## config.mk

```make
export PLATFORM = sky130hd
export DESIGN_NAME = ssq_sequencer
export DESIGN_NICKNAME = d
export VERILOG_FILES = /design/src/rtl/ssq_pkg.sv /design/src/rtl/ssq_sel_reg.sv /design/src/rtl/ssq_sel_path.sv /design/src/rtl/ssq_stepper.sv /design/src/rtl/ssq_sequencer.sv
export SDC_FILE = /design/constraint.sdc
export NUM_CORES = 1
export LEC_CHECK = 0
export CORE_MARGIN = 2
export CORE_UTILIZATION = 40
export DETAILED_ROUTE_END_ITERATION = 7
export PLACE_DENSITY = 0.61
export SLEW_MARGIN = 40
export SYNTH_ARGS = -nofsm -noshare
export SYNTH_HDL_FRONTEND = slang
export SYNTH_SLANG_ARGS = --single-unit
```

## constraint.sdc

```tcl
create_clock -name clk -period 4.2 [get_ports clk]
set_input_delay 0.84 -clock clk [delete_from_list [all_inputs] [get_ports clk]]
set_output_delay 0.84 -clock clk [all_outputs]
set_load 0.05 [all_outputs]
```

## src/rtl/ssq_pkg.sv

```systemverilog
package ssq_pkg;
   timeunit 1ns;
   timeprecision 100ps;

   // Sequencer phases: waiting, choosing next channel, timing a conversion
   typedef enum logic [1:0] {
      ST_IDLE = 2'd0,
      ST_PICK = 2'd1,
      ST_CONV = 2'd2
   } step_t;
endpackage

```

## src/rtl/ssq_sel_reg.sv

```systemverilog
module ssq_sel_reg #(
   parameter int NUM_CH = 4
) (
   input  logic              clk,
   input  logic              rst_n,
   input  logic              cs_n,
   input  logic              wr_n,
   input  logic              rd_n,
   input  logic [NUM_CH-1:0] data,
   output logic [NUM_CH-1:0] sel_reg
);
   timeunit 1ns;
   timeprecision 100ps;

   logic [NUM_CH-1:0] stage_q;
   logic              armed_q;
   logic              wr_q;
   logic              wr_active;
   logic              wr_rise;

   assign wr_active = !cs_n && !wr_n && rd_n;
   assign wr_rise   = wr_n && !wr_q;

   always_ff @(posedge clk or negedge rst_n) begin
      if (!rst_n) begin
         sel_reg <= '0;
         stage_q <= '0;
         armed_q <= 1'b0;
         wr_q    <= 1'b1;
      end else begin
         wr_q <= wr_n;
         if (wr_active) begin
            stage_q <= data;
            armed_q <= 1'b1;
         end else if (wr_rise) begin
            if (armed_q) sel_reg <= stage_q;
            armed_q <= 1'b0;
         end
      end
   end
endmodule

```

## src/rtl/ssq_sel_path.sv

```systemverilog
module ssq_sel_path #(
   parameter int NUM_CH = 4
) (
   input  logic              mode,
   input  logic [NUM_CH-1:0] pins,
   input  logic [NUM_CH-1:0] sel_reg,
   output logic [NUM_CH-1:0] sel_live,
   output logic              ext_clk,
   output logic              clk_src_ext
);
   timeunit 1ns;
   timeprecision 100ps;

   // Transparent source mux; freezing happens in the stepper at start
   assign sel_live = mode ? sel_reg : pins;

   generate
      if (NUM_CH >= 2) begin : g_reuse
         assign ext_clk     = mode & pins[0];
         assign clk_src_ext = mode & pins[1];
      end else begin : g_noreuse
         assign ext_clk     = 1'b0;
         assign clk_src_ext = 1'b0;
      end
   endgenerate
endmodule

```

## src/rtl/ssq_stepper.sv

```systemverilog
module ssq_stepper
   import ssq_pkg::*;
#(
   parameter int NUM_CH      = 4,
   parameter int CONV_CYCLES = 8,
   localparam int IDX_W      = (NUM_CH > 1) ? $clog2(NUM_CH) : 1,
   localparam int CNT_W      = $clog2(CONV_CYCLES + 1)
) (
   input  logic              clk,
   input  logic              rst_n,
   input  logic              start_i,
   input  logic [NUM_CH-1:0] sel_i,
   output logic [NUM_CH-1:0] hold_o,
   output logic              busy_o,
   output logic              eoc_n_o,
   output logic              eng_start_o,
   output logic [IDX_W-1:0]  chan_idx_o
);
   timeunit 1ns;
   timeprecision 100ps;

   step_t             state_q;
   logic [NUM_CH-1:0] rem_q;
   logic [CNT_W-1:0]  cnt_q;
   logic              start_q;
   logic              start_rise;
   logic [NUM_CH-1:0] low_mask;
   logic [IDX_W-1:0]  low_idx;

   assign start_rise = start_i && !start_q;
   // isolate lowest pending channel
   assign low_mask   = rem_q & (~rem_q + 1'b1);

   always_comb begin
      low_idx = '0;
      for (int i = NUM_CH - 1; i >= 0; i--) begin
         if (rem_q[i]) low_idx = IDX_W'(i);
      end
   end

   always_ff @(posedge clk or negedge rst_n) begin
      if (!rst_n) begin
         state_q     <= ST_IDLE;
         rem_q       <= '0;
         cnt_q       <= '0;
         start_q     <= 1'b0;
         hold_o      <= '0;
         busy_o      <= 1'b0;
         eoc_n_o     <= 1'b1;
         eng_start_o <= 1'b0;
         chan_idx_o  <= '0;
      end else begin
         start_q     <= start_i;
         eoc_n_o     <= 1'b1;
         eng_start_o <= 1'b0;
         case (state_q)
            ST_IDLE: begin
               if (start_rise) begin
                  rem_q   <= sel_i;
                  busy_o  <= 1'b1;
                  hold_o  <= '1;
                  state_q <= ST_PICK;
               end
            end
            ST_PICK: begin
               if (rem_q == '0) begin
                  busy_o  <= 1'b0;
                  hold_o  <= '0;
                  state_q <= ST_IDLE;
               end else begin
                  chan_idx_o  <= low_idx;
                  rem_q       <= rem_q & ~low_mask;
                  eng_start_o <= 1'b1;
                  cnt_q       <= CNT_W'(CONV_CYCLES - 1);
                  state_q     <= ST_CONV;
               end
            end
            ST_CONV: begin
               if (cnt_q == '0) begin
                  eoc_n_o <= 1'b0;
                  state_q <= ST_PICK;
               end else begin
                  cnt_q <= cnt_q - 1'b1;
               end
            end
            default: state_q <= ST_IDLE;
         endcase
      end
   end
endmodule

```

## src/rtl/ssq_sequencer.sv

```systemverilog
module ssq_sequencer #(
   parameter int NUM_CH      = 4,
   parameter int CONV_CYCLES = 8,
   localparam int IDX_W      = (NUM_CH > 1) ? $clog2(NUM_CH) : 1
) (
   input  logic              clk,
   input  logic              rst_n,
   input  logic              start_i,
   input  logic              sel_mode_i,
   input  logic [NUM_CH-1:0] sel_pins_i,
   input  logic              bus_cs_n_i,
   input  logic              bus_wr_n_i,
   input  logic              bus_rd_n_i,
   input  logic [NUM_CH-1:0] bus_data_i,
   output logic [NUM_CH-1:0] hold_o,
   output logic              busy_o,
   output logic              eoc_n_o,
   output logic              eng_start_o,
   output logic [IDX_W-1:0]  chan_idx_o,
   output logic              ext_clk_o,
   output logic              clk_src_ext_o
);
   timeunit 1ns;
   timeprecision 100ps;

   generate
      if (NUM_CH < 2) begin : g_bad_ch
         $error("ssq_sequencer: NUM_CH must be at least 2");
      end
      if (CONV_CYCLES < 1) begin : g_bad_cyc
         $error("ssq_sequencer: CONV_CYCLES must be at least 1");
      end
   endgenerate

   logic [NUM_CH-1:0] sel_reg;
   logic [NUM_CH-1:0] sel_live;

   ssq_sel_reg #(.NUM_CH(NUM_CH)) u_reg (
      .clk     (clk),
      .rst_n   (rst_n),
      .cs_n    (bus_cs_n_i),
      .wr_n    (bus_wr_n_i),
      .rd_n    (bus_rd_n_i),
      .data    (bus_data_i),
      .sel_reg (sel_reg)
   );

   ssq_sel_path #(.NUM_CH(NUM_CH)) u_path (
      .mode        (sel_mode_i),
      .pins        (sel_pins_i),
      .sel_reg     (sel_reg),
      .sel_live    (sel_live),
      .ext_clk     (ext_clk_o),
      .clk_src_ext (clk_src_ext_o)
   );

   ssq_stepper #(.NUM_CH(NUM_CH), .CONV_CYCLES(CONV_CYCLES)) u_step (
      .clk         (clk),
      .rst_n       (rst_n),
      .start_i     (start_i),
      .sel_i       (sel_live),
      .hold_o      (hold_o),
      .busy_o      (busy_o),
      .eoc_n_o     (eoc_n_o),
      .eng_start_o (eng_start_o),
      .chan_idx_o  (chan_idx_o)
   );
endmodule

```

# Word-level counts from Yosys, hierarchy flattened
# Cells that the tools add are included.
word_totals:
  register_bits: 30
  inputBits: 15
  output_inout_bits: 11
classes:
  addsub: 2
  n_eq_ne: 7
  mux: 27
  bitwise_logic: 8
  n_reduce_logical: 20
op_table:
  columns: ["operator", "count"]
  rows:
  - ["$mux W4", 7]
  - ["$pmux W4 S2", 3]
  - ["$mux W2", 7]
  - ["$reduce_and A3 Y1", 4]
  - ["$and A4 B4 Y4", 2]
  - ["$logic_not A4 Y1", 2]
  - ["$mux W1", 8]
  - ["$not A4 Y4", 2]
  - ["$ne A2 B1 Y1 const B", 3]
  - ["$pmux W2 S3", 1]
  - ["$reduce_bool A2 Y1", 3]
  - ["$add A4 B1 Y4 const B", 1]
  - ["$logic_and A1 B1 Y1", 4]
  - ["$logic_not A1 Y1", 4]
  - ["$ne A2 B2 Y1 const B", 2]
  - ["$reduce_and A2 Y1", 2]
  - ["$sub A4 B1 Y4 const B", 1]
  - ["$and A1 B1 Y1", 2]
  - ["$eq A2 B1 Y1 const B", 1]
  - ["$eq A2 B2 Y1 const B", 1]
  - ["$logic_not A2 Y1", 1]
  - ["$not A1 Y1", 2]
  - ["$pmux W1 S2", 1]

# Longest topological paths before layout
# Gate-level depths: netlist (run 1).
depth:
  depth_word: 7
  ltp_mapped: 7

# Hierarchy
# A second synthesis (run 1) with hierarchy kept.
unflattened:
  hier_cells: 97
  area_unflattened_um2: 1211.2
modules_own_cells:
  columns: ["module", "instances", "cells_each", "area_each_um2", "seq_area_each_um2"]
  rows:
  - ["ssq_stepper", 1, 67, 757.0, 401.6]
  - ["ssq_sel_reg", 1, 24, 394.1, 251.5]
  - ["ssq_sel_path", 1, 6, 60.1, 0.0]

# Least setup slack after synthesis (run 1)
# Ideal clock, no wire load.
synth_path:
  path_kind: "input-to-output"
  startpoint: "in sel_pins_i[1]"
  endpoint: "out clk_src_ext_o"
  arrival_ns: 1.252
  required_time_ns: 3.360
  setup_slack_ns: 2.108
  stages: 1
  n_path_buf: 0
  path_cell_list: "and2_1"
synth_via:
  elab_chain_cells: 1
synth_rtl:
  columns: ["element", "line_no", "text"]
  rows:
  - ["from (decl)", "ssq_sequencer.sv:10", "input logic [NUM_CH-1:0] sel_pins_i,"]
  - ["$and A1 B1 Y1", "ssq_sel_path.sv:20", "assign clk_src_ext = mode & pins[1];"]
  - ["to (decl)", "ssq_sequencer.sv:21", "output logic clk_src_ext_o"]
# No other way between the ends.

# Worst setup path after layout (run 1)
layout_path:
  startpoint: "in sel_mode_i"
  endpoint: "out clk_src_ext_o"
layout_via:
  elab_chain_cells: 1
layout_rtl:
  columns: ["element", "line_no", "text"]
  rows:
  - ["from (decl)", "ssq_sequencer.sv:9", "input logic sel_mode_i,"]
  - ["$and A1 B1 Y1", "ssq_sel_path.sv:20", null]
# No other way between the ends.

==> results_dict.tcl, run 1 <==
set metrics [dict create \
    setup-violations-final 0 \
    fin_cells 193 \
    hold_path_class "flop to flop" \
    vias 1001 \
    period_share 0.7714 \
    cp-end-kind "output pin" \
    async_flop_share 1.000 \
    gp_congestion 0.8478 \
    utilization 0.5034 \
    clock-sinks 26 \
    antenna_found_initial 0 \
    cts_tree "yes" \
    die_h_um 62.66 \
    firstDrtPassIters 4 \
    peakVddDrop_uv 176.1 \
    cts_setup_buffers 0 \
    fmax_mhz 308.7 \
    timing.hold.ws_ns 0.5181 \
    finalClockSkew_ns 0.003215 \
    synth_seq_cells 26 \
    finalMaxSlewViolations 0 \
    cts_inserted_buffers 3 \
    place_inst 189 \
    core_um2 3311 \
    fin_crit_ns 3.240 \
    crit_required_ns 3.36 \
    syn_area_um2 1376 \
    syn_avg_cell_area_um2 10.92 \
    synth_cells 126 \
    viasPerCell 5.187 \
    worst-path-max-fanout 6 \
    grt-ovfl-total 0 \
    worst_pin_slew_ns 0.6201 \
    first_iter_violations 48 \
    drive_gt1_frac 0.1497 \
    synth_flop_cell "dfrtp_1" \
    io_pins 26 \
    port_buffers 25 \
    cts_root_buf "clkbuf_4" \
    crit_type "input pin to output pin" \
    ctsResizeCount 0 \
    ant_nets 0 \
    yosys.area.top_type_share 0.4364 \
    area_delta_synth_final_pct 21.09 \
    dieWidth_um 62.66 \
    hpwl_um 1916 \
    rows 21 \
    initial_utilization 0.4157 \
    crit_top_cell "clkdlybuf4s50_1" \
    crit_slowest_cell "clkdlybuf4s50_1" \
    crit_path_max_incr_delay_ns 0.79 \
    yosys.cell_types.count 34 \
    clk_latency_ns 0.32 \
    relSlewSlack 0.5857 \
    path_clk_slew_ns 0.13 \
    synth_area_leaders "dfrtp_1 (44%), mux2_2 (11%), ha_1 (5.5%), dfstp_2 (3.8%), inv_1 (3.5%)" \
    rsz0062_at_grt "no" \
    fin_nets 169 \
    routed_wl_um 2529 \
    h-tree-depth 1 \
    synth-edff-count 0 \
    wl_per_cell_um 13.10 \
    syn_nets 147 \
    grt_pass1_vias 1008 \
    die_area_um2 3926 \
    grt_max_degree 27 \
    reg2regPathDepth 5 \
    cts.path.max_buffers 2 \
    power.density_nw_per_um2 538.9 \
    yosysWarnings 0 \
    path_cells "clkdlybuf4s50_1, and2_1, clkdlybuf4s50_1" \
    grt_pass1_wl_um 4560 \
    drv_cap 0 \
    startpoint_type "input pin" \
    antenna_cells 0 \
    cts-hold-fix-buffers 0 \
    track_usage 0.1429 \
    drc 0 \
    hold_depth 1 \
    critPathArrivalTime_ns 2.40 \
    hold_violations 0 \
    total_power_mw 0.8982 \
    p_leak_nw 0.7348 \
    seq_area_frac_synth 0.4745 \
    status "completed" \
    synth.largest_area_cell "dfrtp_1" \
    fin_setup_tns_ns 0 \
]
-- cells by family after synthesis --
group                    Yosys count  synth area share
flip-flops                        26            0.4745
AND/OR/NAND/NOR                   23            0.1100
buffers and inverters             22           0.07273
AO/OA/AOI/OAI                     32            0.1527
adder cells (fa/ha/maj)            6           0.05454
multiplexers                      17            0.1355
-- final timing paths --
check | from | end | slack [ns]
min | u_reg.stage_q[0] | u_reg.sel_reg[0] | 0.52
max in group asynchronous | rst_n | u_reg.wr_q | 3.04
min reg2reg | u_reg.stage_q[0] | u_reg.sel_reg[0] | 0.52
max | sel_mode_i | clk_src_ext_o | 0.96
min in group asynchronous | rst_n | u_step.cnt_q[1] | 0.87
max reg2reg | u_step.state_q[0] | u_step.state_q[1] | 2.05
-- synth_stat cells (2+ instances only) --
cell      count
a211oi_1      5
a21oi_1       8
a221o_1       2
a22oi_1       2
and2_1        3
buf_2         2
buf_4         4
clkbuf_1      3
dfrtp_1      24
dfstp_2       2
ha_1          6
inv_1        13
mux2_2       13
mux2i_1       4
nand2_1       3
nand2b_1      2
nand3_1       3
nand3b_1      2
nor3_1        2
nor3b_1       2
o21ai_0       5
o22ai_1       4
-- metal layers --
layer / vias to the layer above / GRT usage / routed length (um)
li1: 487 / - / -
met1: 485 / 0.1699 / 1092
met2: 24 / 0.2594 / 1284
met3: 5 / 0.02342 / 110
met4: 0 / 0.05000 / 42
met5: - / 0 / 0
-- area by class of cell --
class | instances | area, um^2
Timing Repair Buffer | 26 | 257.7
Fill cell | 334 | 1644
Inverter | 13 | 48.80
Multi-Input combinational cell | 78 | 623.1
Clock buffer | 4 | 26.28
Sequential cell | 26 | 653.1
Tap cell | 46 | 57.56
-- critical path: cells and delay by family --
kind                   cells  cell delay, ns
AND/OR/NAND/NOR            1            0.16
buffers and inverters      2            1.39
-- per-stage QoR --
step | setup slack [ns] | area [um^2]
floorplan | 2.108 | 1376
global placement | 0.9556 | 1640
detailed placement | 0.9722 | 1640
CTS | 0.9508 | 1667
global route | 0.9364 | 1667
finish | 0.9601 | 1667
-- power breakdown --
part           leakage, nW  internal (mW)  total [mW]  switching [mW]
clock network       0.0150         0.0372       0.110          0.0724
registers            0.295          0.325       0.391          0.0664
logic                0.425          0.173       0.397           0.224
total                0.735          0.535       0.898           0.363
-- layout by cell type, fill, tap and decap left out, types with 2 or more instances in the layout --
| master | instances |
|---|---|
| nand3_1 | 3 |
| o22ai_1 | 4 |
| a21oi_1 | 8 |
| clkbuf_4 | 3 |
| dfrtp_1 | 24 |
| nor3_1 | 2 |
| nor3b_1 | 2 |
| a211oi_1 | 5 |
| and2_1 | 3 |
| a22oi_1 | 2 |
| inv_1 | 13 |
| ha_1 | 6 |
| nand3b_1 | 2 |
| nand2_1 | 3 |
| dfstp_2 | 2 |
| clkdlybuf4s50_1 | 25 |
| mux2_2 | 13 |
| a221o_1 | 2 |
| mux2i_1 | 4 |
| nand2b_1 | 2 |
| o21ai_0 | 5 |
(Power assumes the default switching activity.)
==> run 2, diff against run 1 <==
--- a/config.mk
+++ b/config.mk
@@ -8,7 +8,7 @@
 export CORE_MARGIN = 2
 export CORE_UTILIZATION = 40
 export DETAILED_ROUTE_END_ITERATION = 7
-export PLACE_DENSITY = 0.61
+export PLACE_DENSITY = 0.63
 export SLEW_MARGIN = 40
 export SYNTH_ARGS = -nofsm -noshare
 export SYNTH_HDL_FRONTEND = slang
==> constraint.sdc (replaced) <==
create_clock -name clk -period 2.93 [get_ports clk]
set_input_delay 0.586 -clock clk [delete_from_list [all_inputs] [get_ports clk]]
set_output_delay 0.586 -clock clk [all_outputs]
set_load 0.05 [all_outputs]
==> results_dict.tcl, run 2 (synthesis gave the netlist of run 1 again) <==
set metrics [dict create \
    status "completed" \
    crit_type "flop to output pin" \
    fin_ws_ns 0.6921 \
    cp-end-kind "output pin" \
    dieWidth_um 62.66 \
    cts_setup_buffers 0 \
    startpoint_type "flop" \
    power.density_nw_per_um2 816.4 \
    finalClockSkew_ns 0.003459 \
    die_area_um2 3926 \
    fmax_mhz 446.9 \
    cts-hold-fix-buffers 0 \
    finalMaxSlewViolations 0 \
    relSlewSlack 0.6166 \
    grt_max_degree 27 \
    hold_violations 0 \
    antenna_cells 0 \
    wl_per_cell_um 13.10 \
    fin_crit_ns 2.238 \
    rsz0062_at_grt "no" \
    placed_area_um2 1643 \
    peakVddDrop_uv 431.8 \
    die_h_um 62.66 \
    area_delta_synth_final_pct 23.18 \
    period_share 0.7638 \
    gp_congestion 0.7393 \
    setup-violations-final 0 \
    cts_root_buf "clkbuf_4" \
    critPathArrivalTime_ns 1.65 \
    layout_common_cells "dfrtp_1 (24), clkdlybuf4s50_1 (23), inv_1 (13), mux2_2 (13), a21oi_1 (8)" \
    cts_tree "yes" \
    clock-sinks 26 \
    place_ws_ns 0.7957 \
    clk_latency_ns 0.32 \
    worst_pin_slew_ns 0.5739 \
    worst-path-max-fanout 1 \
    cts.path.max_buffers 2 \
    crit_path_max_incr_delay_ns 0.79 \
    initial_utilization 0.4157 \
    cts_inserted_buffers 3 \
    ctsResizeCount 0 \
    hold_path_class "flop to flop" \
    timing.critical_path.buf_inv 1 \
    track_usage 0.1514 \
    grt-ovfl-total 0 \
    viasPerCell 5.108 \
    timing.hold.ws_ns 0.5214 \
    io_pins 26 \
    fillers 318 \
    crit_required_ns 2.34 \
    antenna_found_initial 0 \
    port_buffers 25 \
    drc 0 \
    crit_slowest_cell "clkdlybuf4s50_1" \
    mostFrequentLayoutCell "dfrtp_1" \
    drive_gt1_frac 0.1757 \
    utilization 0.5121 \
    crit_family "buffers and inverters" \
    fin_nets 170 \
    hpwl_um 1909 \
    core_um2 3311 \
    grt_pass1_vias 1044 \
    fin_area_um2 1695 \
    p_leak_nw 0.7551 \
    drv_cap 0 \
    first_iter_violations 26 \
    path_clk_slew_ns 0.15 \
    vias 991 \
    firstDrtPassIters 4 \
    ant_nets 0 \
    h-tree-depth 1 \
    rows 21 \
    fin_setup_tns_ns 0 \
    path_cells "clkdlybuf4s50_1" \
    grt_pass1_wl_um 4740 \
    routed_wl_um 2541 \
]
## run 2: per-stage QoR
step / power, mW / instances
after floorplan: 0.9839 / 126
after global placement: 1.130 / 190
after detailed placement: 1.150 / 190
after CTS: 1.403 / 194
after global routing: 1.502 / 194
final: 1.384 / 194
## run 2: final timing paths
kind,startpoint,endpoint,slack (ns),cells past startpoint
max,u_step.eoc_n_o,eoc_n_o,0.69,1
min,u_reg.stage_q[3],u_reg.stage_q[3],0.52,1
max reg2reg,u_step.cnt_q[0],u_step.state_q[1],1.02,5
min reg2reg,u_reg.stage_q[3],u_reg.stage_q[3],0.52,1
max in group asynchronous,rst_n,u_step.eoc_n_o,2.01,2
min in group asynchronous,rst_n,u_step.chan_idx_o[1],0.62,2
## run 2: where the power goes
part / switching [mW] / internal [mW] / total [mW]
Sequential: 0.0939 / 0.466 / 0.560
Combinational: 0.325 / 0.250 / 0.575
Clock: 0.111 / 0.138 / 0.249
## run 2: area by class of cell
cell class / instances / area, um^2 / area share
clock buffer: 3 / 22.52 / 0.01328
clock inverter: 1 / 30.03 / 0.01771
inverter: 13 / 48.80 / 0.02878
multi-input combinational: 78 / 623.1 / 0.3675
sequential: 26 / 653.1 / 0.3852
tap: 46 / 57.56 / 0.03395
timing repair buffer: 27 / 260.3 / 0.1535
## run 2: per-layer routing
layer,track usage,vias up,part of all wire
met3,0.04324,2,0.047
met5,0,-,0
met2,0.2500,26,0.47
met1,0.1931,470,0.48
li1,-,493,-
met4,0.04444,0,0.0079
==> run 3, diff against run 2 <==
==> constraint.sdc (replaced) <==
create_clock -name clk -period 1.8 [get_ports clk]
set_input_delay 0.36 -clock clk [delete_from_list [all_inputs] [get_ports clk]]
set_output_delay 0.36 -clock clk [all_outputs]
set_load 0.05 [all_outputs]
==> results_dict.tcl, run 3 (synthesis gave the netlist of run 1 again) <==
set metrics [dict create \
    cts_tree "yes" \
    ant_nets 0 \
    power.switching_mw 0.9159 \
    power.density_nw_per_um2 1290 \
    core_um2 3311 \
    period_share 0.9605 \
    finalClockSkew_ns 0.001068 \
    mostFrequentLayoutCell "dfrtp_1" \
    cts.path.max_buffers 2 \
    track_usage 0.1513 \
    drc 0 \
    viasPerCell 5.158 \
    seq_area_um2 653.1 \
    rows 21 \
    path_cells "inv_2, ha_2, or3b_4, a22oi_2, mux2_2" \
    hold_path_class "input pin to async pin" \
    antenna_cells 0 \
    dieWidth_um 62.66 \
    crit_slowest_cell "dfrtp_1" \
    fin_cells 202 \
    grt-ovfl-total 0 \
    clock-sinks 26 \
    io_pins 26 \
    setup-violations-final 0 \
    status "completed" \
    worst-path-max-fanout 4 \
    finalMaxSlewViolations 0 \
    fin_ws_ns 0.07102 \
    initial_utilization 0.4157 \
    hpwl_um 2010 \
    reg2regPathDepth 5 \
    placed_area_um2 1683 \
    total_power_mw 2.250 \
    area_delta_synth_final_pct 26.73 \
    gp_congestion 0.8144 \
    port_buffers 25 \
    internal_power_mw 1.335 \
    h-tree-depth 1 \
    vias 1042 \
    wl_per_cell_um 13.60 \
    switching_share 0.4070 \
    fillers 324 \
    drv_cap 0 \
    cts-hold-fix-buffers 0 \
    ff2ff_setup_slack_ns 0.07 \
    fin_nets 178 \
    antenna_found_initial 0 \
    fin_crit_ns 1.729 \
    cts_root_buf "clkbuf_4" \
    first_iter_violations 37 \
    crit_path_max_incr_delay_ns 0.43 \
    crit_type "flop to flop" \
    place_ws_ns -0.02108 \
    multi_input_area_um2 635.6 \
    grt_pass1_wl_um 4740 \
    p_leak_nw 0.7818 \
    hold_violations 0 \
    die_h_um 62.66 \
    crit_required_ns 2.02 \
    fin_area_um2 1744 \
    fmax_mhz 578.4 \
    power_frac_seq 0.410 \
    drive_gt1_frac 0.3077 \
    startpoint_type "flop" \
    crit_family "flip-flops" \
    relSlewSlack 0.6777 \
    reg2reg_to "u_step.state_q[1]" \
    die_area_um2 3926 \
    timing.critical_path.buf_inv 1 \
    grt_pass1_vias 1038 \
    clk_latency_ns 0.32 \
    routed_wl_um 2747 \
    worst_pin_slew_ns 0.4794 \
    timing.rr.start "u_step.cnt_q[1]" \
    place_inst 195 \
    firstDrtPassIters 4 \
    p_comb_frac 0.474 \
    cp-end-kind "flop" \
    utilization 0.5268 \
    grt_max_degree 27 \
    rsz0062_at_grt "no" \
    critPathArrivalTime_ns 1.95 \
    layout_common_cells "dfrtp_1 (24), buf_4 (19), clkdlybuf4s50_1 (14)" \
    path_clk_slew_ns 0.14 \
    peakVddDrop_uv 454.1 \
    clkPwrFrac 0.116 \
    cts_inserted_buffers 3 \
]
==> run 3: per-stage QoR <==
step / TNS [ns] / hold WS, ns
floorplan: 0 / 0.06441
global route: 0 / 0.4097
CTS: 0 / 0.4123
finish: 0 / 0.3987
global placement: 0 / 0.4827
detailed placement: -0.02108 / 0.4958
==> run 3: worst max-delay path by stage <==
stage	cells after the start	startpoint	to	slack (ns)
final	5	u_step.cnt_q[1]	u_step.state_q[1]	0.07
after global placement	5	u_step.cnt_q[0]	u_step.state_q[1]	0.06
after global routing	5	u_step.cnt_q[1]	u_step.state_q[1]	0.007
after detailed placement	5	u_step.cnt_q[0]	u_step.state_q[1]	-0.02
after CTS	5	u_step.cnt_q[1]	u_step.state_q[1]	0.003
after floorplan	5	u_step.cnt_q[0]	u_step.state_q[1]	0.07
==> run 3: timing repair <==
| action | CTS | global route |
|---|---|---|
| gates resized for setup | 1 | 5 |
| setup endpoints to repair | 1 | 3 |
| buffers inserted | 1 | 2 |
| pin swaps | 0 | 1 |
==> run 3: routing by layer <==
metal / track usage / up-vias / routed length (um)
met3: 0.03243 / 7 / 149
met4: 0.07222 / 0 / 60
met2: 0.2594 / 35 / 1346
li1: - / 507 / -
met5: 0 / - / 0
met1: 0.1802 / 493 / 1190
==> run 3: power groups by stage <==
stage,sequential [mW],clock (mW),combinational [mW]
6_report,0.923,0.261,1.07
5_1_grt,0.959,0.305,1.16
4_1_cts,0.919,0.271,1.03
3_5_place_dp,0.936,0,0.993
3_3_place_gp,0.918,0,0.975
2_1_floorplan,0.989,0,0.612
==> run 3: area by class of cell <==
type                            instances  share of cell area
Sequential cell                        26              0.3745
Multi-Input combinational cell         78              0.3644
Timing Repair Buffer                   35              0.1851
Tap cell                               46             0.03300
Inverter                               13             0.02798
Clock buffer                            4             0.01506
